**config.mk**
```make
export PLATFORM = sky130hd
export DESIGN_NAME = pfd_lock
export DESIGN_NICKNAME = d
export VERILOG_FILES = /design/src/rtl/pfd_lock_pkg.sv /design/src/rtl/pfd_rise_det.sv /design/src/rtl/pfd_cmp_fsm.sv /design/src/rtl/pfd_pwr_ctl.sv /design/src/rtl/pfd_lock_mon.sv /design/src/rtl/pfd_lock.sv
export SDC_FILE = /design/constraint.sdc
export NUM_CORES = 1
export LEC_CHECK = 0
export ABC_AREA = 1
export BUFFER_PORTS_ARGS = -buffer_cell sky130_fd_sc_hd__buf_2
export CORE_ASPECT_RATIO = 0.9
export CORE_UTILIZATION = 50
export CTS_CLUSTER_SIZE = 8
export DETAILED_ROUTE_END_ITERATION = 10
export PLACE_DENSITY = 0.79
export RECOVER_POWER = 100
export SETUP_SLACK_MARGIN = 0.4
export SLEW_MARGIN = 20
export SYNTH_ARGS = -nofsm -noshare
export SYNTH_HDL_FRONTEND = slang
export SYNTH_SLANG_ARGS = --single-unit
```
**constraint.sdc**
```tcl
create_clock -name clk -period 3.1 [get_ports clk]
set_input_delay 0.31 -clock clk [delete_from_list [all_inputs] [get_ports clk]]
set_output_delay 0.31 -clock clk [all_outputs]
set_load 0.02 [all_outputs]
```
**src/rtl/pfd_lock_pkg.sv**
```systemverilog
package pfd_lock_pkg;
    typedef enum logic [1:0] {
        CMP_IDLE,
        CMP_UP,
        CMP_DN,
        CMP_HOLD
    } cmp_state_t;

    typedef enum logic {
        PWR_RUN,
        PWR_OFF
    } pwr_state_t;
endpackage

```
**src/rtl/pfd_rise_det.sv**
```systemverilog
module pfd_rise_det #(
    parameter int WIDTH = 2
) (
    input  logic             clk,
    input  logic             rst_n,
    input  logic [WIDTH-1:0] sig_in,
    output logic [WIDTH-1:0] rise
);
    logic [WIDTH-1:0] prev_q;

    always_ff @(posedge clk or negedge rst_n) begin
        if (!rst_n) prev_q <= '0;
        else        prev_q <= sig_in;
    end

    for (genvar i = 0; i < WIDTH; i++) begin : g_bit
        assign rise[i] = sig_in[i] & ~prev_q[i];
    end
endmodule

```
**src/rtl/pfd_cmp_fsm.sv**
```systemverilog
module pfd_cmp_fsm
    import pfd_lock_pkg::*;
#(
    parameter int RST_DLY = 2
) (
    input  logic clk,
    input  logic rst_n,
    input  logic ref_rise,
    input  logic fb_rise,
    output logic raw_up,
    output logic raw_dn,
    output logic cmp_done
);
    localparam int HW = (RST_DLY < 2) ? 1 : $clog2(RST_DLY);
    localparam logic [HW-1:0] HOLD_LAST = HW'(RST_DLY - 1);

    cmp_state_t state_q, state_d;
    logic [HW-1:0] hold_q;

    always_ff @(posedge clk or negedge rst_n) begin
        if (!rst_n) begin
            state_q <= CMP_IDLE;
            hold_q  <= '0;
        end else begin
            state_q <= state_d;
            if (state_q == CMP_HOLD) hold_q <= hold_q + HW'(1);
            else                     hold_q <= '0;
        end
    end

    always_comb begin
        state_d = state_q;
        unique case (state_q)
            CMP_IDLE: begin
                if (ref_rise && fb_rise) state_d = CMP_HOLD;
                else if (ref_rise)       state_d = CMP_UP;
                else if (fb_rise)        state_d = CMP_DN;
            end
            CMP_UP:   if (fb_rise)  state_d = CMP_HOLD;
            CMP_DN:   if (ref_rise) state_d = CMP_HOLD;
            CMP_HOLD: if (hold_q == HOLD_LAST) state_d = CMP_IDLE;
            default:  state_d = CMP_IDLE;
        endcase
    end

    always_comb begin
        raw_up   = 1'b0;
        raw_dn   = 1'b0;
        cmp_done = 1'b0;
        unique case (state_q)
            CMP_IDLE: ;
            CMP_UP:   raw_up = 1'b1;
            CMP_DN:   raw_dn = 1'b1;
            CMP_HOLD: begin
                raw_up   = 1'b1;
                raw_dn   = 1'b1;
                cmp_done = (hold_q == HOLD_LAST);
            end
            default: ;
        endcase
    end
endmodule

```
**src/rtl/pfd_pwr_ctl.sv**
```systemverilog
module pfd_pwr_ctl
    import pfd_lock_pkg::*;
(
    input  logic clk,
    input  logic rst_n,
    input  logic pd_req,
    input  logic raw_up,
    input  logic raw_dn,
    output logic pd_active
);
    pwr_state_t state_q, state_d;

    always_ff @(posedge clk or negedge rst_n) begin
        if (!rst_n) state_q <= PWR_RUN;
        else        state_q <= state_d;
    end

    always_comb begin
        state_d = state_q;
        unique case (state_q)
            PWR_RUN: if (pd_req && !raw_up && !raw_dn) state_d = PWR_OFF;
            PWR_OFF: if (!pd_req) state_d = PWR_RUN;
            default: state_d = PWR_RUN;
        endcase
    end

    always_comb begin
        pd_active = (state_q == PWR_OFF);
    end
endmodule

```
**src/rtl/pfd_lock_mon.sv**
```systemverilog
module pfd_lock_mon #(
    parameter int ERR_THR  = 3,
    parameter int LOCK_CNT = 4
) (
    input  logic clk,
    input  logic rst_n,
    input  logic raw_up,
    input  logic raw_dn,
    input  logic cmp_done,
    output logic lock_out
);
    localparam int EW = $clog2(ERR_THR + 2);
    localparam int GW = $clog2(LOCK_CNT + 1);
    localparam logic [EW-1:0] ERR_SAT = EW'(ERR_THR + 1);
    localparam logic [EW-1:0] ERR_LIM = EW'(ERR_THR);
    localparam logic [GW-1:0] GOOD_MAX = GW'(LOCK_CNT);

    logic [EW-1:0] err_q;
    logic [GW-1:0] good_q;

    always_ff @(posedge clk or negedge rst_n) begin
        if (!rst_n) begin
            err_q  <= '0;
            good_q <= '0;
        end else if (cmp_done) begin
            err_q <= '0;
            if (err_q <= ERR_LIM) begin
                if (good_q != GOOD_MAX) good_q <= good_q + GW'(1);
            end else begin
                good_q <= '0;
            end
        end else if ((raw_up ^ raw_dn) && (err_q != ERR_SAT)) begin
            err_q <= err_q + EW'(1);
        end
    end

    assign lock_out = (good_q == GOOD_MAX) & ~raw_up & ~raw_dn;
endmodule

```
**src/rtl/pfd_lock.sv**
```systemverilog
module pfd_lock #(
    parameter int RST_DLY  = 2,
    parameter int ERR_THR  = 3,
    parameter int LOCK_CNT = 4
) (
    input  logic clk,
    input  logic rst_n,
    input  logic ref_in,
    input  logic fb_in,
    input  logic pol_pos,
    input  logic force_hiz,
    input  logic pd_req,
    output logic cp_up,
    output logic cp_dn,
    output logic cp_oe,
    output logic lock_out
);
    logic [1:0] rise;
    logic       raw_up, raw_dn, cmp_done, pd_active;
    logic       dir_up, dir_dn;

    pfd_rise_det #(.WIDTH(2)) u_rise (
        .clk    (clk),
        .rst_n  (rst_n),
        .sig_in ({fb_in, ref_in}),
        .rise   (rise)
    );

    pfd_cmp_fsm #(.RST_DLY(RST_DLY)) u_cmp (
        .clk      (clk),
        .rst_n    (rst_n),
        .ref_rise (rise[0]),
        .fb_rise  (rise[1]),
        .raw_up   (raw_up),
        .raw_dn   (raw_dn),
        .cmp_done (cmp_done)
    );

    pfd_pwr_ctl u_pwr (
        .clk       (clk),
        .rst_n     (rst_n),
        .pd_req    (pd_req),
        .raw_up    (raw_up),
        .raw_dn    (raw_dn),
        .pd_active (pd_active)
    );

    pfd_lock_mon #(.ERR_THR(ERR_THR), .LOCK_CNT(LOCK_CNT)) u_lock (
        .clk      (clk),
        .rst_n    (rst_n),
        .raw_up   (raw_up),
        .raw_dn   (raw_dn),
        .cmp_done (cmp_done),
        .lock_out (lock_out)
    );

    always_comb begin
        dir_up = pol_pos ? raw_up : raw_dn;
        dir_dn = pol_pos ? raw_dn : raw_up;
        cp_oe  = ~force_hiz & ~pd_active;
        cp_up  = cp_oe & dir_up;
        cp_dn  = cp_oe & dir_dn;
    end
endmodule

```
; Word-level counts from Yosys, hierarchy flattened
; Index checks and enable logic that the tools add are counted.
[word_totals]
register_bits = 12
latch_bits = 0
ram_bits = 0
rom_bits = 0
in_bits = 7
out_inout_bits = 4
word_cells = 67
mem_count = 0
[classes]
n_addsub = 3
mul = 0
n_div = 0
magnitude_cmp = 1
eq_ne = 11
shifts = 0
n_mux = 20
bitwise_logic = 14
n_reduce_logical = 12
[op_table]
columns = op, n
row1 = 2-bit 2-to-1 mux, 6
row2 = 3-bit 2-to-1 mux, 4
row3 = 1-bit 2-to-1 mux, 8
row4 = 2-bit one-hot mux with 4 select lines, 1
row5 = 1-bit AND, 7
row6 = "3-bit by 1-bit adder with 3-bit output, second input constant", 2
row7 = "2-bit by 1-bit != test with 1-bit output, second input constant", 3
row8 = "3-bit != test, second input constant", 2
row9 = 1-bit inverter, 6
row10 = "2-bit equality test, second input constant", 2
row11 = 1-bit logical AND, 4
row12 = "4-bit by 1-bit != test with 1-bit output, second input constant", 1
row13 = 4-bit AND reduction, 1
row14 = 2-bit OR reduction, 2
row15 = "3-bit equality test, second input constant", 1
row16 = "3-bit by 2-bit less-or-equal comparator with 1-bit output, second input constant", 1
row17 = "2-bit by 1-bit equality test with 1-bit output, second input constant", 1
row18 = 1-bit logical NOT, 2
row19 = 2-bit logical NOT, 1
row20 = "2-bit != test, second input constant", 1
row21 = 1-bit one-hot mux with 2 select lines, 1
row22 = 2-bit AND reduction, 1
row23 = 2-bit nonzero test, 1
row24 = "1-bit adder, second input constant", 1
row25 = 1-bit XOR, 1

; Depth between registers and ports, before layout
; Gate-level depths: netlist of the first run.
[logic_depth]
ltp_word = 8
mapped_depth = 8
depth_no_buf = 8

; Hierarchy
; Synthesis of the first run repeated with hierarchy kept, for this count alone.
[unflattened]
hier_cells = 115
area_unflattened_um2 = 842.1
[modules_own_cells]
columns = mod, n_inst, cells_per_inst, area_per_inst_um2, seq_area_each_um2
row1 = pfd_lock_mon, 1, 56, 425.4, 150.1
row2 = pfd_cmp_fsm, 1, 37, 257.7, 75.1
row3 = pfd_rise_det, 1, 6, 70.1, 50.0
row4 = pfd_lock, 1, 11, 48.8, 0.0
row5 = pfd_pwr_ctl, 1, 5, 40.0, 25.0

; Worst setup path after synthesis of the first run
; OpenSTA, ideal clock, no wires.
[synth_timing]
path_kind = register -> output
from = register u_pwr.state_q, in the netlist u_pwr.pd_active
to = output port cp_dn
arrival_ps = 1220
t_required_ps = 2790
slack_ps = 1570
stages_incl_launch_ff = 4
path_buffers = 0
cell_sequence = dfrtp_1 -> nor2_1 -> o21ai_0 -> a21oi_1
[synth_between]
elab_chain_len = 3
[synth_lines]
columns = element, line_no
row1 = from (decl), pfd_pwr_ctl.sv:11  ; pwr_state_t state_q, state_d;
row2 = from (signal assigned), pfd_pwr_ctl.sv:15  ; else state_q <= state_d;
row3 = 1-bit inverter, n/a
row4 = 1-bit AND, pfd_lock.sv:60  ; cp_oe = ~force_hiz & ~pd_active;
row5 = named net cp_oe, pfd_lock.sv:15  ; output logic cp_oe,
row6 = 1-bit AND, pfd_lock.sv:62  ; cp_dn = cp_oe & dir_dn;
row7 = to (decl), pfd_lock.sv:14  ; output logic cp_dn,
; The timed path passes the listed nets, and every way through them passes these cells.

; Final worst setup path of the first run
[layout_timing]
from = register u_cmp.state_q[1]
to = output port lock_out
[layout_between]
elab_chain_len = 6
word_cells_on_any_way = 11
classes_between = eq/ne: 3 / mux: 2 / bitwise: 4 / reduce/logical: 2
[layout_lines]
columns = element, line_no
row1 = from (decl), pfd_cmp_fsm.sv:17  ; cmp_state_t state_q, state_d;
row2 = from (signal assigned), pfd_cmp_fsm.sv:25  ; state_q <= state_d;
row3 = 2-bit by 1-bit equality test with 1-bit output or 2-bit equality test (tied branches), pfd_cmp_fsm.sv:50  ; unique case (state_q)
row4 = 2-bit OR reduction (no source line), n/a
row5 = 1-bit 2-to-1 mux, pfd_cmp_fsm.sv:50
row6 = 1-bit inverter, pfd_lock_mon.sv:37  ; assign lock_out = (good_q == GOOD_MAX) & ~raw_up & ~raw_dn;
row7 = 1-bit AND, pfd_lock_mon.sv:37
row8 = 1-bit AND (*), pfd_lock_mon.sv:37
row9 = to (decl), pfd_lock.sv:16  ; output logic lock_out
; Mark *: on every way between the ends. The rest lies on a longest branch, timed or not.

==> impl_summary.log, run 1 <==
INFO  metric areaGrowthSynthToFinish = 11.2%
INFO  metric p_sw_share = 45.4%
INFO  metric grt_pass1_wl = 2250 µm
INFO  metric syn-num-nets = 111
INFO  metric p_comb_share = 50.3%
INFO  metric postSynthAreaPerCell = 7.86 µm²
INFO  metric cellLeakagePower = 0.472 nW
INFO  metric first_global_vias = 565
INFO  metric cts.repair_timing.setup_buffer_count = 0
INFO  metric fmax = 545 MHz
INFO  metric drc = 0
INFO  metric cellPowerDensity = 845 nW/µm²
INFO  metric whs_path_depth = 1
INFO  metric fp-row-count = 12
INFO  metric setup_viol = 0
INFO  metric cp_cell_sequence = inv_1 > ha_1 > nor2_1 > nand2_1 > nor2_1 > clkbuf_1
INFO  metric register_area = 300 µm²
INFO  metric holdWs = 173 ps
INFO  metric worst-path-max-fanout = 5
INFO  metric initialDrtViolationCount = 9
INFO  metric timing.critical_path.to_type = output pin
INFO  metric clockPowerShare = 14.0%
INFO  metric clk_latency = 270 ps
INFO  metric design.core.area = 1310 µm²
INFO  metric cts_tree = built
INFO  metric drt_wl_total = 1400 µm
INFO  metric fp.dieH = 38.7 µm
INFO  metric run_status = finished clean
INFO  metric numCtsBuffers = 3
INFO  metric synth.cell_area = 747 µm²
INFO  metric cp_data_arrival_time = 1520 ps
INFO  metric crit_type = reg2out
INFO  metric fp.dieW = 42.7 µm
INFO  metric htreeDepth = 1
INFO  metric flip_flop_and_latch_count_after_synthesis = 12
INFO  metric wire_per_inst = 11.4 µm
INFO  metric via_count = 612
INFO  metric synth_sequential_area_ratio = 40.2%
INFO  metric initial_core_util = 57.2%
INFO  metric finalHoldViolCount = 0
INFO  metric dieArea = 1650 µm²
INFO  metric clk_root_buffer_cell = clkbuf_4
INFO  metric synthTopCellsByArea = dfrtp_1, ha_1, nand2_1
INFO  metric synth_top_area_share = 40.2%
INFO  metric clockBufferDepth = 2
INFO  metric number_of_antenna_violations_at_the_first_check_in_global_routing = 0
INFO  metric detail_route.vias_per_cell = 4.98
INFO  metric cp_common_cell = nor2_1
INFO  metric port_buffers = 10
INFO  metric maxCapViolCount = 0
INFO  metric period_minus_slack = 1830 ps
INFO  metric multiInputGateArea = 368 µm²
INFO  metric peakVddDrop = 0.517 mV
INFO  metric post_synth_num_cell_types = 18
INFO  metric worst_clock_skew = 3.60 ps
INFO  metric grt.overflow.total = 0
INFO  metric first_pass_drt_iterations = 4
INFO  metric p_switching = 0.319 mW
INFO  metric internal_power = 0.383 mW
INFO  metric worstPathRequired = 2790 ps
INFO  metric drive_above_1_share = 12.8%
INFO  metric nNetsFinal = 127
INFO  metric grt_usage = 19.7%
INFO  metric path_buf_inv = 2
INFO  metric fin_setup_tns = 0 ps
INFO  metric ant_nets = 0
INFO  metric maxSlewHeadroom = 55.6%
INFO  metric final.fill_count = 128
INFO  metric ys.warnings.count = 0
INFO  metric place.gp.congestion = 0.737
INFO  metric critical_path_max_stage_delay = 420 ps
INFO  metric final_max_slew_viol_count = 0
INFO  metric synth_area_leader_cell = dfrtp_1
INFO  metric path_depth = 6
INFO  metric number_of_cells_produced_by_synthesis = 95
INFO  metric layout_worst_path_cycle_share = 59.1%
INFO  metric rsz0062_at_grt = no
INFO  metric tightestPinTransition = 666 ps
INFO  metric worst_r2r_path_cells = 7
INFO  metric grt_max_degree = 13
INFO  metric antenna_cells_inserted = 0
INFO  metric clk_pin_slew = 70 ps
INFO  metric min-delay-path-class = in2reg
INFO  metric sequentialPowerShare = 35.7%
INFO  metric start_kind = register
INFO  metric boundaryPins = 11
INFO  metric critPathTopFamily = flip-flops
INFO  metric clock_sinks = 12
INFO  metric dp_hpwl = 1040 µm
INFO  metric worst_path_max_delay_cell = dfrtp_1
-- cells in the mapped netlist (all sizes together) --
cell / number
inv: 18
dfrtp: 12
nand2: 32
xor2: 1
o21ai: 5
o211ai: 1
clkinv: 1
ha: 9
a21oi: 3
a21boi: 1
nand4: 3
nor2: 5
nand3: 4
-- final cells by class --
class	count	area share, %
Clock buffer	3	2.71
Inverter	19	8.58
Multi-Input combinational cell	64	44.3
Sequential cell	12	36.1
Tap cell	14	2.11
Timing Repair Buffer	11	6.17
-- path summary, 6_finish.rpt --
| path | startpoint | slack (ps) | endpoint |
|---|---|---|---|
| setup reg to reg | u_cmp.state_q[0] | 1770 | u_lock.err_q[2] |
| max in group asynchronous | rst_n | 2100 | u_rise.prev_q[0] |
| hold / removal | fb_in | 170 | u_rise.prev_q[1] |
| min in group asynchronous | rst_n | 570 | u_lock.good_q[0] |
| setup / recovery | u_cmp.state_q[1] | 1270 | lock_out |
| hold reg to reg | u_cmp.hold_q | 460 | u_cmp.hold_q |
-- flip-flops by register name, indices dropped and copies added (netlist names) --
name and flops:
u_cmp.state_q 2, u_lock.err_q 3, u_lock.good_q 3, u_pwr.pd_active 1, u_rise.prev_q 2, u_cmp.hold_q 1
-- power by group through the flow --
stage / sequential, mW / combinational [mW] / clock, mW
4_1_cts: 0.251 / 0.366 / 0.101
2_1_floorplan: 0.244 / 0.283 / 0
5_1_grt: 0.258 / 0.413 / 0.106
6_report: 0.250 / 0.353 / 0.0985
3_3_place_gp: 0.251 / 0.340 / 0
3_5_place_dp: 0.254 / 0.359 / 0
-- metal layers --
| layer | global-route usage [%] | wire length (µm) | vias up |
|---|---|---|---|
| li1 | - | - | 322 |
| met1 | 21.4 | 631 | 279 |
| met2 | 35.2 | 708 | 9 |
| met3 | 7.01 | 52 | 2 |
| met4 | 7.81 | 10 | 0 |
| met5 | 0 | 0 | - |
-- cell families after synthesis --
logic type | share of synthesized area [%]
AND/OR/NAND/NOR | 26.1
buffers and inverters | 9.55
flip-flops | 40.2
AO/OA/AOI/OAI | 7.87
adder cells (fa/ha/maj) | 15.1
XOR/XNOR | 1.17
-- worst reg2reg max path: stages, from the launching register on --
cell	delay (ps)
dfrtp_1	430
inv_1	110
ha_1	340
nand2_1	80
inv_1	90
nand2_1	50
o211ai_1	80
inv_1	50
-- timing repair --
action                                  in CTS  in global routing
hold endpoints to repair                    12                  0
resized for setup                            0                  0
endpoints found under the setup margin       0                  0
hold buffers                                 1                  0
-- per-stage QoR --
step | area [µm²] | worst slack, ps | power [mW] | utilization (%) | cells
after floorplan | 747 | 1570 | 0.527 | - | 95
after global placement | 815 | 1700 | 0.591 | 62.4 | 119
after detailed placement | 815 | 1640 | 0.613 | 62.4 | 119
after CTS | 847 | 1340 | 0.718 | 64.8 | 123
after global routing | 831 | 1170 | 0.776 | 63.6 | 123
final | 831 | 1270 | 0.702 | 63.6 | 123
-- cell usage in the layout (no fill, tap or decap) --
| cell | count |
|---|---|
| o21ai_0 | 5 |
| nor2_1 | 5 |
| ha_1 | 9 |
| nand2_1 | 28 |
| nand4_1 | 3 |
| clkbuf_4 | 3 |
| o211ai_1 | 1 |
| inv_1 | 15 |
| a21boi_0 | 1 |
| nand2_2 | 4 |
| xor2_1 | 1 |
| clkbuf_1 | 7 |
| inv_2 | 3 |
| dfrtp_1 | 12 |
| clkinv_1 | 1 |
| buf_2 | 3 |
| a21oi_2 | 1 |
| a21oi_1 | 2 |
| dlygate4sd3_1 | 1 |
| nand3_1 | 4 |
(Power assumes the default switching activity.)
==> run 2: changes to the inputs <==
--- a/config.mk
+++ b/config.mk
@@ -8,10 +8,10 @@
 export ABC_AREA = 1
 export BUFFER_PORTS_ARGS = -buffer_cell sky130_fd_sc_hd__buf_2
 export CORE_ASPECT_RATIO = 0.9
-export CORE_UTILIZATION = 50
+export CORE_UTILIZATION = 48
 export CTS_CLUSTER_SIZE = 8
 export DETAILED_ROUTE_END_ITERATION = 10
-export PLACE_DENSITY = 0.79
+export PLACE_DENSITY = 0.8
 export RECOVER_POWER = 100
 export SETUP_SLACK_MARGIN = 0.4
 export SLEW_MARGIN = 20
==> constraint.sdc (replaced) <==
create_clock -name clk -period 1.65 [get_ports clk]
set_input_delay 0.165 -clock clk [delete_from_list [all_inputs] [get_ports clk]]
set_output_delay 0.165 -clock clk [all_outputs]
set_load 0.02 [all_outputs]
==> run 2 against run 1 <==
  * Routed wire length increased by 41%
  * Via count rose by 18%
  * Non-clock buffer count rose by 14
  * Sequential power increased by 100%
  * Largest cell class unchanged
  * Global-route usage rose by 4.0 points
  * Count of clock-buffer cells in the layout increased by 1
  * Power rose to 2.7 times the previous value
  * Clock power rose by 140%
  * Cell area grew 29%
==> impl_summary.log, run 2 (synthesis results as in run 1) <==
INFO  metric run_status = finished clean
INFO  metric first_pass_drt_iterations = 4 (unchanged)
INFO  metric rr_endpoint = u_lock.err_q[2]
INFO  metric clockBufferDepth = 2 (unchanged)
INFO  metric worst_clock_skew = 7.71 ps (+4.11 ps)
INFO  metric drc = 0 (unchanged)
INFO  metric reg.largest.list = u_lock.err_q (3), u_lock.good_q (3)
INFO  metric p_sw_share = 44.0% (-1.4 points)
INFO  metric maxCapViolCount = 0 (unchanged)
INFO  metric cp_data_arrival_time = 1350 ps (-170 ps)
INFO  metric htreeDepth = 1 (unchanged)
INFO  metric final_max_slew_viol_count = 0 (unchanged)
INFO  metric peakVddDrop = 1.07 mV (+110%)
INFO  metric setup_viol = 0 (unchanged)
INFO  metric p_comb_share = 61.1% (+11 points)
INFO  metric internal_power = 1.08 mW (+180%)
INFO  metric clk_root_buffer_cell = clkbuf_4
INFO  metric grt_usage = 23.7% (+4.0 points)
INFO  metric crit_path_start = u_cmp.state_q[0]
INFO  metric tightestPinTransition = 679 ps (+12.5 ps)
INFO  metric nNetsFinal = 141 (+11%)
INFO  metric highest-signal-layer = met4
INFO  metric sequentialPowerShare = 26.4% (-9.3 points)
INFO  metric drt_wl_total = 1980 µm (+41%)
INFO  metric rsz0062_at_grt = yes
INFO  metric fp-row-count = 13 (+1)
INFO  metric postLayoutCoreUtil = 74.1% (+10 points)
INFO  metric dieArea = 1720 µm² (+4.0%)
INFO  metric crit_type = reg2out
INFO  metric clock_sinks = 12 (unchanged)
INFO  metric antenna_cells_inserted = 0 (unchanged)
INFO  metric fmax = 662 MHz
INFO  metric start_kind = register
INFO  metric clockPowerShare = 12.5% (-1.5 points)
INFO  metric maxSlewHeadroom = 54.8% (-0.83 points)
INFO  metric layout.cells.most_common = nand2_1
INFO  metric grt_pass1_wl = 2750 µm (+22%)
INFO  metric boundaryPins = 11 (unchanged)
INFO  metric initialDrtViolationCount = 20 (+11)
INFO  metric clk_pin_slew = 90 ps (+20 ps)
INFO  metric ant_nets = 0 (unchanged)
INFO  metric routed-wl-met3 = 71 µm (+37%)
INFO  metric whs_path_depth = 1 (unchanged)
INFO  metric worst_r2r_path_cells = 8 (+1)
INFO  metric fp.dieH = 39.4 µm (+2.0%)
INFO  metric commonest_cells_after_routing_fill_and_taps_aside = nand2_1, buf_4, inv_1, dfrtp_1
INFO  metric cts_tree = built
INFO  metric via_count = 724 (+18%)
INFO  metric fin_setup_tns = 0 ps (unchanged)
INFO  metric layout_worst_path_cycle_share = 91.6%
INFO  metric first_global_vias = 647 (+15%)
INFO  metric worstPathRequired = 1480 ps (-1310 ps)
INFO  metric wire_per_inst = 14.3 µm (+25%)
INFO  metric timing.critical_path.to_type = output pin
INFO  metric route.layer.met1.wl = 759 µm (+20%)
INFO  metric initial_core_util = 51.6% (-5.6 points)
INFO  metric cellPowerDensity = 1800 nW/µm² (+110%)
INFO  metric worst-path-max-fanout = 4 (-1)
INFO  metric grt.overflow.total = 0 (unchanged)
INFO  metric period_minus_slack = 1510 ps
INFO  metric ff2ff_setup_slack = 160 ps (-1610 ps)
INFO  metric cellLeakagePower = 0.569 nW (+21%)
INFO  metric fp.dieW = 43.6 µm (+2.0%)
INFO  metric detail_route.vias_per_cell = 5.21 (+4.7%)
INFO  metric numCtsBuffers = 3 (unchanged)
INFO  metric drive_above_1_share = 44.4% (+32 points)
INFO  metric final-instance-count-excl-fill = 139 (+13%)
INFO  metric p_switching = 0.848 mW (+170%)
INFO  metric post-place-cells = 120 (+0.84%)
INFO  metric place.gp.congestion = 0.742 (+0.75%)
INFO  metric grt_max_degree = 13 (unchanged)
INFO  metric min_to = u_rise.prev_q[1]
INFO  metric dp_hpwl = 1100 µm (+5.7%)
INFO  metric r2r_start = u_cmp.state_q[0]
INFO  metric port_buffers = 10 (unchanged)
INFO  metric hold_path.startpoint = fb_in
INFO  metric finalHoldViolCount = 0 (unchanged)
INFO  metric wl_met2 = 1130 µm (+59%)
INFO  metric min-delay-path-class = in2reg
INFO  metric number_of_antenna_violations_at_the_first_check_in_global_routing = 0 (unchanged)
INFO  metric clk_latency = 280 ps (about the same)
INFO  metric design.core.area = 1450 µm² (+11%)
INFO  metric areaGrowthSynthToFinish = 43.6%
## run 2: worst max path at each step
stage | end | slack (ps)
after floorplan | lock_out | 460
after global placement | lock_out | 350
after detailed placement | u_lock.err_q[2] | 310
after CTS | lock_out | 150
after global routing | lock_out | 50
final | lock_out | 140
## run 2: through the flow
stage          area, µm²  power, mW  worst slack (ps)  hold slack, ps
2_1_floorplan        759       1.01               464            -131
3_3_place_gp         828       1.13               351            59.1
3_5_place_dp         828       1.18               314            60.5
4_1_cts             1020       1.77               150            9.64
5_1_grt             1070       2.07              47.2            17.7
6_report            1070       1.93               138            14.3
## run 2: critical path, stage by stage, from the launching register on
cell     delay (ps)
dfrtp_2         450
inv_1            90
ha_2            190
inv_2            60
nand2_2          50
nor2_2          100
buf_6           130
## run 2: metal layers
layer	up-vias	global-route usage [%]
li1	354	-
met1	345	24.0
met2	21	47.0
met3	4	6.91
met4	0	7.03
met5	-	0
## run 2: timing repair
item / 4_1_cts / 5_1_grt
endpoints found under the hold margin: 12 / 0
hold buffers: 1 / 0
endpoints found under the setup margin: 11 / 13
buffers inserted: 10 / 4
resized for setup: 23 / 15
pin swaps: 6 / 9
## run 2: power by group through the flow
stage | Sequential (mW) | Combinational, mW | Clock [mW]
2_1_floorplan | 0.461 | 0.545 | 0
3_3_place_gp | 0.474 | 0.654 | 0
3_5_place_dp | 0.486 | 0.691 | 0
4_1_cts | 0.499 | 1.03 | 0.242
5_1_grt | 0.521 | 1.29 | 0.254
6_report | 0.509 | 1.18 | 0.241
## run 2: layout make-up
cell class | count | area, µm²
Multi-Input combinational cell | 64 | 474
Fill cell | 105 | 375
Inverter | 19 | 71.3
Tap cell | 15 | 18.8
Clock buffer | 4 | 36.3
Sequential cell | 12 | 303
Timing Repair Buffer | 25 | 169
==> run 3: changes to the inputs <==
--- a/config.mk
+++ b/config.mk
@@ -8,10 +8,11 @@
 export ABC_AREA = 1
 export BUFFER_PORTS_ARGS = -buffer_cell sky130_fd_sc_hd__buf_2
 export CORE_ASPECT_RATIO = 0.9
-export CORE_UTILIZATION = 48
+export CORE_UTILIZATION = 50
 export CTS_CLUSTER_SIZE = 8
 export DETAILED_ROUTE_END_ITERATION = 10
-export PLACE_DENSITY = 0.8
+export GPL_ROUTABILITY_DRIVEN = 0
+export PLACE_DENSITY = 0.79
 export RECOVER_POWER = 100
 export SETUP_SLACK_MARGIN = 0.4
 export SLEW_MARGIN = 20
==> constraint.sdc (replaced) <==
create_clock -name clk -period 1.84 [get_ports clk]
set_input_delay 0.184 -clock clk [delete_from_list [all_inputs] [get_ports clk]]
set_output_delay 0.184 -clock clk [all_outputs]
set_load 0.02 [all_outputs]
==> run 3 against run 2 <==
  * Combinational power shrank 6%
  * Register-to-register slack gained 80 ps
  * Clock power shrank 33%
  * Cell area shrank 1.9%
  * Core utilization grew 6.5 points
  * Via count shrank 3.5%
  * Non-clock buffer count shrank 3
  * Hold slack gained 33 ps
  * Critical path depth is the same
  * Sequential power shrank 10%
  * Clock skew shrank 1.5 ps
  * First-iteration DRC count shrank 30%
  * Critical path type unchanged
  * Largest power group unchanged
==> impl_summary.log, run 3 (synthesis results as in run 1) <==
INFO  metric cp_data_arrival_time = 1480 ps (+130 ps)
INFO  metric drc = 0 (unchanged)
INFO  metric final.fill_count = 88 (-16%)
INFO  metric nNetsFinal = 138 (-2.1%)
INFO  metric grt_usage = 21.7% (-1.9 points)
INFO  metric commonest_cells_after_routing_fill_and_taps_aside = nand2_1, inv_1, dfrtp_1, nand2_2
INFO  metric start_kind = register
INFO  metric dieArea = 1650 µm² (-3.8%)
INFO  metric cellPowerDensity = 1640 nW/µm² (-8.6%)
INFO  metric initial_core_util = 57.2% (+5.6 points)
INFO  metric maxSlewHeadroom = 54.8% (+0.084 points)
INFO  metric boundaryPins = 11 (unchanged)
INFO  metric antenna_cells_inserted = 0 (unchanged)
INFO  metric sequentialPowerShare = 26.5% (about the same)
INFO  metric htreeDepth = 1 (unchanged)
INFO  metric critPathTopFamily = flip-flops
INFO  metric clockBufferDepth = 2 (unchanged)
INFO  metric initialDrtViolationCount = 14 (-30%)
INFO  metric finalHoldViolCount = 0 (unchanged)
INFO  metric grt_pass1_wl = 2470 µm (-10%)
INFO  metric internal_power = 0.974 mW (-9.6%)
INFO  metric numCtsBuffers = 3 (unchanged)
INFO  metric p_sw_share = 43.6% (-0.42 points)
INFO  metric layout.cells.most_common = nand2_1
INFO  metric reg.largest.list = u_lock.err_q (3), u_lock.good_q (3)
INFO  metric run_status = finished clean
INFO  metric design.core.area = 1310 µm² (-9.8%)
INFO  metric clockPowerShare = 9.4% (-3.1 points)
INFO  metric min-delay-path-class = in2reg
INFO  metric rsz0062_at_grt = yes
INFO  metric grt_max_degree = 13 (unchanged)
INFO  metric via_count = 699 (-3.5%)
INFO  metric clk_pin_slew = 70 ps (-20 ps)
INFO  metric maxCapViolCount = 0 (unchanged)
INFO  metric first_global_vias = 571 (-12%)
INFO  metric period_minus_slack = 1670 ps
INFO  metric areaGrowthSynthToFinish = 40.9%
INFO  metric fp.dieH = 38.7 µm (-1.9%)
INFO  metric fin_setup_tns = 0 ps (unchanged)
INFO  metric p_comb_share = 64.1% (+3.0 points)
INFO  metric port_buffers = 10 (unchanged)
INFO  metric finalInstanceArea = 1050 µm² (-1.9%)
INFO  metric tightestPinTransition = 677 ps (-1.27 ps)
INFO  metric cts_tree = built
INFO  metric clk_latency = 280 ps (about the same)
INFO  metric detail_route.vias_per_cell = 5.22 (+0.15%)
INFO  metric clock_sinks = 12 (unchanged)
INFO  metric fmax = 600 MHz
INFO  metric drive_above_1_share = 40.0% (-4.4 points)
INFO  metric worst-path-max-fanout = 5 (+1)
INFO  metric layout_worst_path_cycle_share = 90.6%
INFO  metric dp_hpwl = 982 µm (-11%)
INFO  metric fp.dieW = 42.7 µm (-1.9%)
INFO  metric worst_clock_skew = 6.18 ps (-1.53 ps)
INFO  metric p_switching = 0.753 mW (-11%)
INFO  metric grt.overflow.total = 0 (unchanged)
INFO  metric cp_cell_sequence = inv_4 > ha_4 > nor2_4 > nand2_2 > nor2_1 > buf_4
INFO  metric worst_path_max_delay_cell = dfrtp_1
INFO  metric cellLeakagePower = 0.549 nW (-3.6%)
INFO  metric ant_nets = 0 (unchanged)
INFO  metric post_dp_cell_area = 815 µm² (-1.7%)
INFO  metric fp-row-count = 12 (-1)
INFO  metric holdWs = 47.6 ps (+33.3 ps)
INFO  metric clk_root_buffer_cell = clkbuf_4
INFO  metric first_pass_drt_iterations = 6 (+2)
INFO  metric path_buf_inv = 2 (-1)
INFO  metric crit_type = reg2out
INFO  metric peakVddDrop = 0.941 mV (-12%)
INFO  metric setup_viol = 0 (unchanged)
INFO  metric critical_path_max_stage_delay = 550 ps (+100 ps)
INFO  metric wire_per_inst = 12.8 µm (-10%)
INFO  metric worstPathRequired = 1660 ps (+180 ps)
INFO  metric number_of_antenna_violations_at_the_first_check_in_global_routing = 0 (unchanged)
INFO  metric final_max_slew_viol_count = 0 (unchanged)
INFO  metric drt_wl_total = 1720 µm (-13%)
INFO  metric timing.critical_path.to_type = output pin
-- run 3: cell count changes in the layout (fill, tap and decap cells not counted), sizes merged --
| cell | before | now |
|---|---|---|
| buf | 19 | 15 |
-- run 3: timing repair --
| action | 4_1_cts | 5_1_grt |
|---|---|---|
| resized for setup | 10 | 28 |
| hold endpoints to repair | 12 | 0 |
| hold buffers | 1 | 0 |
| setup buffers | 9 | 2 |
| pin swaps | 5 | 8 |
| endpoints found under the setup margin | 1 | 9 |
-- run 3: routing by layer --
layer | track usage (%) | vias to the layer above | wire, µm
met1 | 23.8 | 333 | 726
met4 | 4.69 | 0 | 44
met3 | 8.41 | 7 | 80
met2 | 40.2 | 15 | 865
li1 | - | 344 | -
met5 | 0 | - | 0
-- run 3: worst paths after layout --
path	start	to	slack [ps]	depth (start not counted)
max	u_cmp.state_q[1]	lock_out	170	6
min	fb_in	u_rise.prev_q[1]	50	1
max reg2reg	u_cmp.state_q[1]	u_lock.err_q[2]	240	9
min reg2reg	u_cmp.hold_q	u_cmp.hold_q	460	1
max in group asynchronous	rst_n	u_cmp.state_q[0]	910	2
min in group asynchronous	rst_n	u_lock.err_q[1]	450	2
-- run 3: power by group through the flow --
stage / Clock (mW) / Combinational [mW] / Sequential [mW]
2_1_floorplan: 0 / 0.477 / 0.412
3_3_place_gp: 0 / 0.572 / 0.423
3_5_place_dp: 0 / 0.598 / 0.426
4_1_cts: 0.169 / 0.778 / 0.443
5_1_grt: 0.180 / 1.24 / 0.470
6_report: 0.162 / 1.11 / 0.458
-- run 3: worst reg2reg max path: stages, from the launching register on --
cell and delay [ps]:
dfrtp_1 550, inv_4 70, clkbuf_4 150, buf_6 120, ha_4 270, nand2_2 70
inv_2 80, nand2_1 50, o211ai_1 70, inv_1 70
-- run 3: layout make-up --
| class | count | area (µm²) | area share [%] |
|---|---|---|---|
| inverters | 19 | 73.8 | 7.02 |
| repair buffers | 22 | 164 | 15.6 |
| clock buffers | 3 | 22.5 | 2.14 |
| flip-flops and latches | 12 | 302 | 28.7 |
| well taps | 14 | 17.5 | 1.66 |
| multi-input cells | 64 | 473 | 44.9 |
-- run 3: through the flow --
| step | std cells | util [%] | power, mW | worst slack (ps) |
|---|---|---|---|---|
| detailed placement | 119 | 62.4 | 1.02 | 534 |
| global route | 134 | 80.6 | 1.89 | 100 |
| finish | 134 | 80.6 | 1.73 | 173 |
| floorplan | 95 | - | 0.888 | 436 |
| global placement | 119 | 62.4 | 0.996 | 556 |
| CTS | 132 | 72.5 | 1.39 | 315 |
